[src/rtl/nic_pkg.sv]
package nic_pkg;
  typedef enum logic [1:0] {
    STK_HOLD = 2'd0,
    STK_PUSH = 2'd1,
    STK_POP  = 2'd2
  } stk_op_e;
endpackage

[src/rtl/nic_pend.sv]
module nic_pend #(
  parameter int NSRC = 4
) (
  input  logic            clk,
  input  logic            rst_n,
  input  logic [NSRC-1:0] src_i,
  input  logic [NSRC-1:0] clr_i,
  output logic [NSRC-1:0] pend_o
);
  logic [NSRC-1:0] pend_q, pend_d;

  always_comb begin
    pend_d = (pend_q & ~clr_i) | src_i;
  end

  always_ff @(posedge clk or negedge rst_n) begin
    if (!rst_n) pend_q <= '0;
    else        pend_q <= pend_d;
  end

  assign pend_o = pend_q;

  AST_PEND_STICKY: assert property (@(posedge clk) disable iff (!rst_n)
    1'b1 |=> ((pend_q & $past(pend_q & ~clr_i)) == $past(pend_q & ~clr_i)));
endmodule

[src/rtl/nic_arb.sv]
module nic_arb #(
  parameter int NSRC = 4,
  parameter int IDXW = 2
) (
  input  logic [NSRC-1:0] pend_i,
  input  logic [NSRC-1:0] mask_i,
  input  logic            en_i,
  input  logic            room_i,
  output logic            req_o,
  output logic [IDXW-1:0] id_o
);
  logic [NSRC-1:0] elig;

  for (genvar g = 0; g < NSRC; g++) begin : g_elig
    assign elig[g] = pend_i[g] & ~mask_i[g];
  end

  always_comb begin
    id_o = '0;
    for (int i = NSRC - 1; i >= 0; i--) begin
      if (elig[i]) id_o = IDXW'(i);
    end
  end

  assign req_o = en_i & room_i & (|elig);
endmodule

[src/rtl/nic_stack.sv]
module nic_stack
  import nic_pkg::*;
#(
  parameter int NSRC  = 4,
  parameter int DEPTH = 4,
  parameter int IDXW  = 2
) (
  input  logic            clk,
  input  logic            rst_n,
  input  stk_op_e         op_i,
  input  logic [NSRC-1:0] push_mask_i,
  input  logic [IDXW-1:0] push_act_i,
  input  logic            push_busy_i,
  output logic [NSRC-1:0] top_mask_o,
  output logic [IDXW-1:0] top_act_o,
  output logic            top_busy_o,
  output logic            full_o,
  output logic            empty_o
);
  localparam int SPW  = $clog2(DEPTH + 1);
  localparam int PTRW = (DEPTH > 1) ? $clog2(DEPTH) : 1;

  logic [SPW-1:0]  sp_q, sp_d;
  logic [NSRC-1:0] mask_mem [DEPTH];
  logic [IDXW-1:0] act_mem  [DEPTH];
  logic            busy_mem [DEPTH];
  logic [PTRW-1:0] top_ptr;

  always_comb begin
    sp_d = sp_q;
    case (op_i)
      STK_PUSH: sp_d = sp_q + 1'b1;
      STK_POP:  sp_d = sp_q - 1'b1;
      default:  sp_d = sp_q;
    endcase
  end

  always_ff @(posedge clk or negedge rst_n) begin
    if (!rst_n) sp_q <= '0;
    else        sp_q <= sp_d;
  end

  for (genvar g = 0; g < DEPTH; g++) begin : g_ent
    logic wr_en;
    assign wr_en = (op_i == STK_PUSH) && (sp_q == SPW'(g));
    always_ff @(posedge clk) begin
      if (wr_en) begin
        mask_mem[g] <= push_mask_i;
        act_mem[g]  <= push_act_i;
        busy_mem[g] <= push_busy_i;
      end
    end
  end

  assign top_ptr    = PTRW'(sp_q - 1'b1);
  assign top_mask_o = mask_mem[top_ptr];
  assign top_act_o  = act_mem[top_ptr];
  assign top_busy_o = busy_mem[top_ptr];
  assign full_o     = (sp_q == SPW'(DEPTH));
  assign empty_o    = (sp_q == '0);

  AST_SP_BOUND: assert property (@(posedge clk) disable iff (!rst_n)
    sp_q <= SPW'(DEPTH));
  AST_NO_PUSH_FULL: assert property (@(posedge clk) disable iff (!rst_n)
    full_o |-> op_i != STK_PUSH);
  AST_NO_POP_EMPTY: assert property (@(posedge clk) disable iff (!rst_n)
    empty_o |-> op_i != STK_POP);
endmodule

[src/rtl/nest_irq_ctrl.sv]
module nest_irq_ctrl
  import nic_pkg::*;
#(
  parameter int NSRC  = 4,
  parameter int DEPTH = 4,
  parameter logic [NSRC*NSRC-1:0] ENTRY_MASK = 16'b1110_0110_0010_1111
) (
  input  logic                      clk,
  input  logic                      rst_n,
  input  logic [NSRC-1:0]           irq_src,
  input  logic                      cpu_ack,
  input  logic                      mask_we,
  input  logic [NSRC-1:0]           mask_wdata,
  input  logic                      en_set,
  input  logic                      cpu_ret,
  output logic                      irq_req,
  output logic [$clog2(NSRC)-1:0]   irq_id,
  output logic                      act_busy,
  output logic [$clog2(NSRC)-1:0]   act_id
);
  localparam int IDXW = $clog2(NSRC);
  localparam logic [NSRC-1:0] ONE = NSRC'(1);

  logic [NSRC-1:0] pend;
  logic [NSRC-1:0] clr_vec;
  logic [NSRC-1:0] mask_q, mask_d;
  logic            en_q, en_d;
  logic            busy_q, busy_d;
  logic [IDXW-1:0] act_q, act_d;
  logic            take, do_pop;
  logic            full, empty;
  logic [NSRC-1:0] top_mask;
  logic [IDXW-1:0] top_act;
  logic            top_busy;
  stk_op_e         op;

  nic_pend #(.NSRC(NSRC)) u_pend (
    .clk    (clk),
    .rst_n  (rst_n),
    .src_i  (irq_src),
    .clr_i  (clr_vec),
    .pend_o (pend)
  );

  nic_arb #(.NSRC(NSRC), .IDXW(IDXW)) u_arb (
    .pend_i (pend),
    .mask_i (mask_q),
    .en_i   (en_q),
    .room_i (~full),
    .req_o  (irq_req),
    .id_o   (irq_id)
  );

  nic_stack #(.NSRC(NSRC), .DEPTH(DEPTH), .IDXW(IDXW)) u_stack (
    .clk         (clk),
    .rst_n       (rst_n),
    .op_i        (op),
    .push_mask_i (mask_q),
    .push_act_i  (act_q),
    .push_busy_i (busy_q),
    .top_mask_o  (top_mask),
    .top_act_o   (top_act),
    .top_busy_o  (top_busy),
    .full_o      (full),
    .empty_o     (empty)
  );

  assign take    = cpu_ack & irq_req;
  assign do_pop  = cpu_ret & ~take & ~empty;
  assign clr_vec = take ? (ONE << irq_id) : '0;

  always_comb begin
    op = STK_HOLD;
    if (take)        op = STK_PUSH;
    else if (do_pop) op = STK_POP;
  end

  always_comb begin
    mask_d = mask_q;
    en_d   = en_q;
    busy_d = busy_q;
    act_d  = act_q;
    if (take) begin
      mask_d = ENTRY_MASK[irq_id*NSRC +: NSRC];
      en_d   = 1'b0;
      busy_d = 1'b1;
      act_d  = irq_id;
    end else if (do_pop) begin
      mask_d = top_mask;
      en_d   = 1'b1;
      busy_d = top_busy;
      act_d  = top_act;
    end else begin
      if (mask_we) mask_d = mask_wdata;
      if (en_set)  en_d   = 1'b1;
    end
  end

  always_ff @(posedge clk or negedge rst_n) begin
    if (!rst_n) begin
      mask_q <= '0;
      en_q   <= 1'b0;
      busy_q <= 1'b0;
      act_q  <= '0;
    end else begin
      mask_q <= mask_d;
      en_q   <= en_d;
      busy_q <= busy_d;
      act_q  <= act_d;
    end
  end

  assign act_busy = busy_q;
  assign act_id   = act_q;

  AST_HIGHEST_WINS: assert property (@(posedge clk) disable iff (!rst_n)
    irq_req |-> ((pend & ~mask_q & ((ONE << irq_id) - ONE)) == '0));
  AST_GRANT_UNMASKED: assert property (@(posedge clk) disable iff (!rst_n)
    irq_req |-> (pend[irq_id] && !mask_q[irq_id]));
  AST_ENTRY_DROPS_EN: assert property (@(posedge clk) disable iff (!rst_n)
    take |=> !irq_req);
  AST_ENTRY_ACTIVE: assert property (@(posedge clk) disable iff (!rst_n)
    take |=> (act_busy && act_id == $past(irq_id)));
  AST_POP_RESTORES: assert property (@(posedge clk) disable iff (!rst_n)
    do_pop |=> (en_q && act_q == $past(top_act) && mask_q == $past(top_mask)));
  AST_IDLE_ACK: assert property (@(posedge clk) disable iff (!rst_n)
    (cpu_ack && !irq_req && !cpu_ret && !mask_we) |=> ($stable(act_busy) && $stable(mask_q)));
endmodule

[config.mk]
export PLATFORM = sky130hd
export DESIGN_NAME = nest_irq_ctrl
export DESIGN_NICKNAME = d
export VERILOG_FILES = /design/src/rtl/nic_pkg.sv /design/src/rtl/nic_pend.sv /design/src/rtl/nic_arb.sv /design/src/rtl/nic_stack.sv /design/src/rtl/nest_irq_ctrl.sv
export SDC_FILE = /design/constraint.sdc
export NUM_CORES = 1
export LEC_CHECK = 0
export BUFFER_PORTS_ARGS = -buffer_cell sky130_fd_sc_hd__clkbuf_2
export CORE_ASPECT_RATIO = 0.9
export CORE_MARGIN = 1
export CORE_UTILIZATION = 50
export DETAILED_ROUTE_END_ITERATION = 10
export PLACE_DENSITY = 0.69
export RECOVER_POWER = 100
export SKIP_CTS_REPAIR_TIMING = 1
export SYNTH_ARGS = -nofsm -noshare
export SYNTH_HDL_FRONTEND = slang
export SYNTH_HIERARCHICAL = 1
export SYNTH_SLANG_ARGS = --single-unit
[constraint.sdc]
create_clock -name clk -period 2.15 [get_ports clk]
set_input_delay 0.3225 -clock clk [delete_from_list [all_inputs] [get_ports clk]]
set_output_delay 0.3225 -clock clk [all_outputs]
set_load 0.05 [all_outputs]
==> impl_metrics.csv <==
group,metric,value,unit
outcome,status,"finished, final reports clean",
placement,post_dp_cell_area,0.00229,mm2
flow_run,drv_cap,0,
sta,fin_crit,2090,ps
worst_setup_path,worstReg2RegEnd,"u_stack/busy_mem[3]$_DFFE_PP_",
worst_setup_path,rrSetupSlack,60,ps
grt,antenna_found_initial,0,
placement,dp_cells,216,
worst_setup_path,reg2reg_depth,13,
synthesis,syn_area,0.00205,mm2
synthesis,synth_compound_area_share,7.80,%
die,io_pins,20,
die,die_w,69.6,um
grt,top_usage_layer,"met2",
synthesis,synth-adder-area-share,7.92,%
detailed_routing,drc,0,
detailed_routing,viasPerCell,5.26,
synthesis,synth_ff_type,"edfxtp_1",
synthesis,synth_edf_count,28,
sta,rsz0062_at_grt,"true",
die,die_h,62.8,um
grt,grt_start_max_net_pins,16,
cts,path_clk_slew,90,ps
synthesis,ys_seq_elements,43,
worst_setup_path,cp-end-kind,"flop",
hold_path,hold_end,"u_pend/pend_o[2]$_DFF_PN0_",
synthesis,synth-simple-area-share,11.4,%
cts,cts_root_buf,"clkbuf_8",
synthesis,muxShareOfSynthArea,8.16,%
finish,nets,210,
power_and_ir_drop,clockPowerShare,14.5,%
detailed_routing,drtPass1Iterations,4,
detailed_routing,wl,3.95,mm
power_and_ir_drop,p_seq_share,35.5,%
synthesis,ys_warn_count,6,
power_and_ir_drop,ir_drop,0.000768,V
sta,hold_violations,0,
synthesis,synthArstFlopShare,34.9,%
detailed_routing,wl_per_cell,17.2,um
synthesis,synth_nets,174,
sta,finalSetupViolCount,0,
power_and_ir_drop,cell_internal_pwr,0.00222,W
cts,cts_num_sinks,43,
grt,global_route.usage.met3,5.16,%
finish,num-fill-cells,286,
finish,syn2layout_area_growth,18.4,%
grt,use_met1,24.2,%
sta,slew_violations,0,
grt,grt_first_pass_wirelength,6.29,mm
detailed_routing,drt_iter0_markers,72,
grt,grt_overflow_total,0,
synthesis,synth_top_family_by_area,"simple AND/OR/NAND/NOR gates",
grt,met2_usage,32.2,%
sta,slew_headroom,39.2,%
cts,clkLatencyLatePin,300,ps
synthesis,yosysMostFrequentCell,"edfxtp_1",
hold_path,hold_start,"irq_src[2]",
die,dieArea,0.00437,mm2
worst_setup_path,cp_max_fo,7,
power_and_ir_drop,power_leakage,0.981,nW
synthesis,synth_xor_area_share,1.28,%
synthesis,synth_area_leaders,"edfxtp_1, dfrtp_1, ha_1",
finish,final_util,63.4,%
cts,cts_tree,"built",
placement,portBuffers,19,
sta,worst_slack,59.4,ps
finish,fin_area,0.00243,mm2
sta,worst_slew_pin_slew,912,ps
sta,fin_worst_skew,16.2,ps
die,initial_utilization,53.6,%
detailed_routing,ant_nets,0,
finish,drive_gt1_share,37.0,%
die,rows,21,
power_and_ir_drop,p_comb_share,50.0,%
placement,dp_hpwl,2.89,mm
power_and_ir_drop,power.switching,0.00153,W
synthesis,ys_seq_area_share,59.2,%
cts,cts.path.max_buffers,2,
die,core,0.00384,mm2
sta,finalCritPeriodShare,97.2,%
cts,cts-htree-levels,2,
placement,dp_slack,64.2,ps
hold_path,min_path_cells,2,
worst_setup_path,worstReg2RegStart,"u_stack/sp_q[0]$_DFFE_PN0P_",
detailed_routing,vias,1210,
worst_setup_path,critPathArrivalTime,2090,ps
cts,cts_buffers,5,
synthesis,synthCells,147,
synthesis,yosys.area.top_type,"edfxtp_1",
sta,fmax,478,MHz
synthesis,synth_top_area_share,40.9,%
synthesis,synthDistinctLibCells,30,
placement,place_congestion,0.805,
worst_setup_path,cp-start-kind,"flop",
power_and_ir_drop,switching_share,40.7,%
power_and_ir_drop,powerDensity,1540,mW/mm2
synthesis,syn_avg_cell_area,14.0,um2
finish,n_antenna_cell,0,
grt,first_global_vias,1275,
grt,grt_usage,19.7,%
hold_path,hold_path.class,"input pin to flop",
synthesis,yosys-top-cells-count,"edfxtp_1, dfrtp_1, ha_1, inv_1, nand2_1",
worst_setup_path,path_class,"flop to flop",
finish,layout.cells.non_filler,230,
worst_setup_path,critPathRequiredTime,2150,ps
## flip-flops by register name, indices dropped and copies added, names as in the netlist
name              cells
u_stack/busy_mem      4
u_stack/mask_mem     16
act_id                2
en_q                  1
mask_q                4
act_busy              1
u_stack/act_mem       8
u_stack/sp_q          3
u_pend/pend_o         4
## cell type report
| cell class | count | area [um2] | area share [%] |
|---|---|---|---|
| clock buffers | 6 | 82.6 | 3.40 |
| well taps | 46 | 57.6 | 2.37 |
| flip-flops and latches | 43 | 1220 | 50.0 |
| clock inverters | 2 | 15.0 | 0.617 |
| inverters | 13 | 53.8 | 2.21 |
| repair buffers | 34 | 198 | 8.13 |
| multi-input cells | 86 | 810 | 33.3 |
## cell usage in the layout (no fill, tap or decap), types with 2 or more instances in the layout
cell and n:
a21o_1 4, and2_4 5, nor2b_1 6, clkbuf_8 6, buf_4 12, a21oi_1 2
inv_2 2, edfxtp_1 28, dfrtp_1 15, nand2_1 7, nor2_2 2, inv_4 3
and3_1 4, o21ai_1 3, o22ai_1 2, a31oi_1 2, clkbuf_2 15, nor2_1 5
ha_1 11, xnor2_1 2, nand2_2 2, nand2b_1 2, a211oi_2 3, mux4_2 7
clkbuf_1 6, inv_1 9, nor2b_4 4, o21ai_0 2
## worst max-delay path by stage
stage,slack (ps),end,startpoint,depth (start not counted)
finish,60,u_stack/busy_mem[3]$_DFFE_PP_,u_stack/sp_q[0]$_DFFE_PN0P_,13
global route,-20,u_stack/busy_mem[3]$_DFFE_PP_,u_stack/sp_q[0]$_DFFE_PN0P_,13
CTS,20,u_stack/mask_mem[3][2]$_DFFE_PP_,u_stack/sp_q[0]$_DFFE_PN0P_,13
detailed placement,60,u_stack/mask_mem[3][2]$_DFFE_PP_,u_stack/sp_q[0]$_DFFE_PN0P_,13
global placement,150,u_stack/act_mem[3][0]$_DFFE_PP_,u_stack/sp_q[0]$_DFFE_PN0P_,13
floorplan,-270,u_stack/act_mem[0][0]$_DFFE_PP_,u_stack/sp_q[0]$_DFFE_PN0P_,14
## critical path, stage by stage, from the launching register on
cell and delay [ps]:
dfrtp_1 410, inv_4 50, ha_4 150, and2_4 150, inv_2 40, nand2_2 50, a21oi_4 120, nand2_2 90
inv_4 80, nor2_4 30, inv_1 50, ha_2 160, nor2b_4 170, and2_4 220
## kinds of logic (layout without fill, tap and decap cells)
group | Yosys count | after routing
flops | 43 | 43
compound gates | 22 | 22
buf+inv | 18 | 55
xor+xnor | 3 | 3
mux | 8 | 8
fa+ha+maj | 13 | 13
simple gates | 40 | 40
## power groups by stage
| stage | clock (W) | sequential (W) | combinational (W) |
|---|---|---|---|
| 2_1_floorplan | 0 | 0.00140 | 0.00125 |
| 3_3_place_gp | 0 | 0.00134 | 0.00179 |
| 3_5_place_dp | 0 | 0.00135 | 0.00181 |
| 4_1_cts | 0.000553 | 0.00133 | 0.00182 |
| 5_1_grt | 0.000584 | 0.00135 | 0.00207 |
| 6_report | 0.000542 | 0.00133 | 0.00188 |
## routing by layer
metal	wire length (um)	share of wire (%)	vias to the layer above
li1	-	-	591
met1	1790	45	587
met2	1950	50	23
met3	115	2.9	9
met4	90	2.3	0
met5	0	0	-
## metrics by stage
stage / TNS [ps] / power (W) / hold WS [ps]
after floorplan: -7760 / 0.00265 / 26.9
after global routing: -190 / 0.00400 / 204
after detailed placement: 0 / 0.00316 / 270
after global placement: 0 / 0.00313 / 261
final: 0 / 0.00375 / 195
after CTS: 0 / 0.00371 / -64.4
No activity file was read; power rests on OpenSTA's default activity.
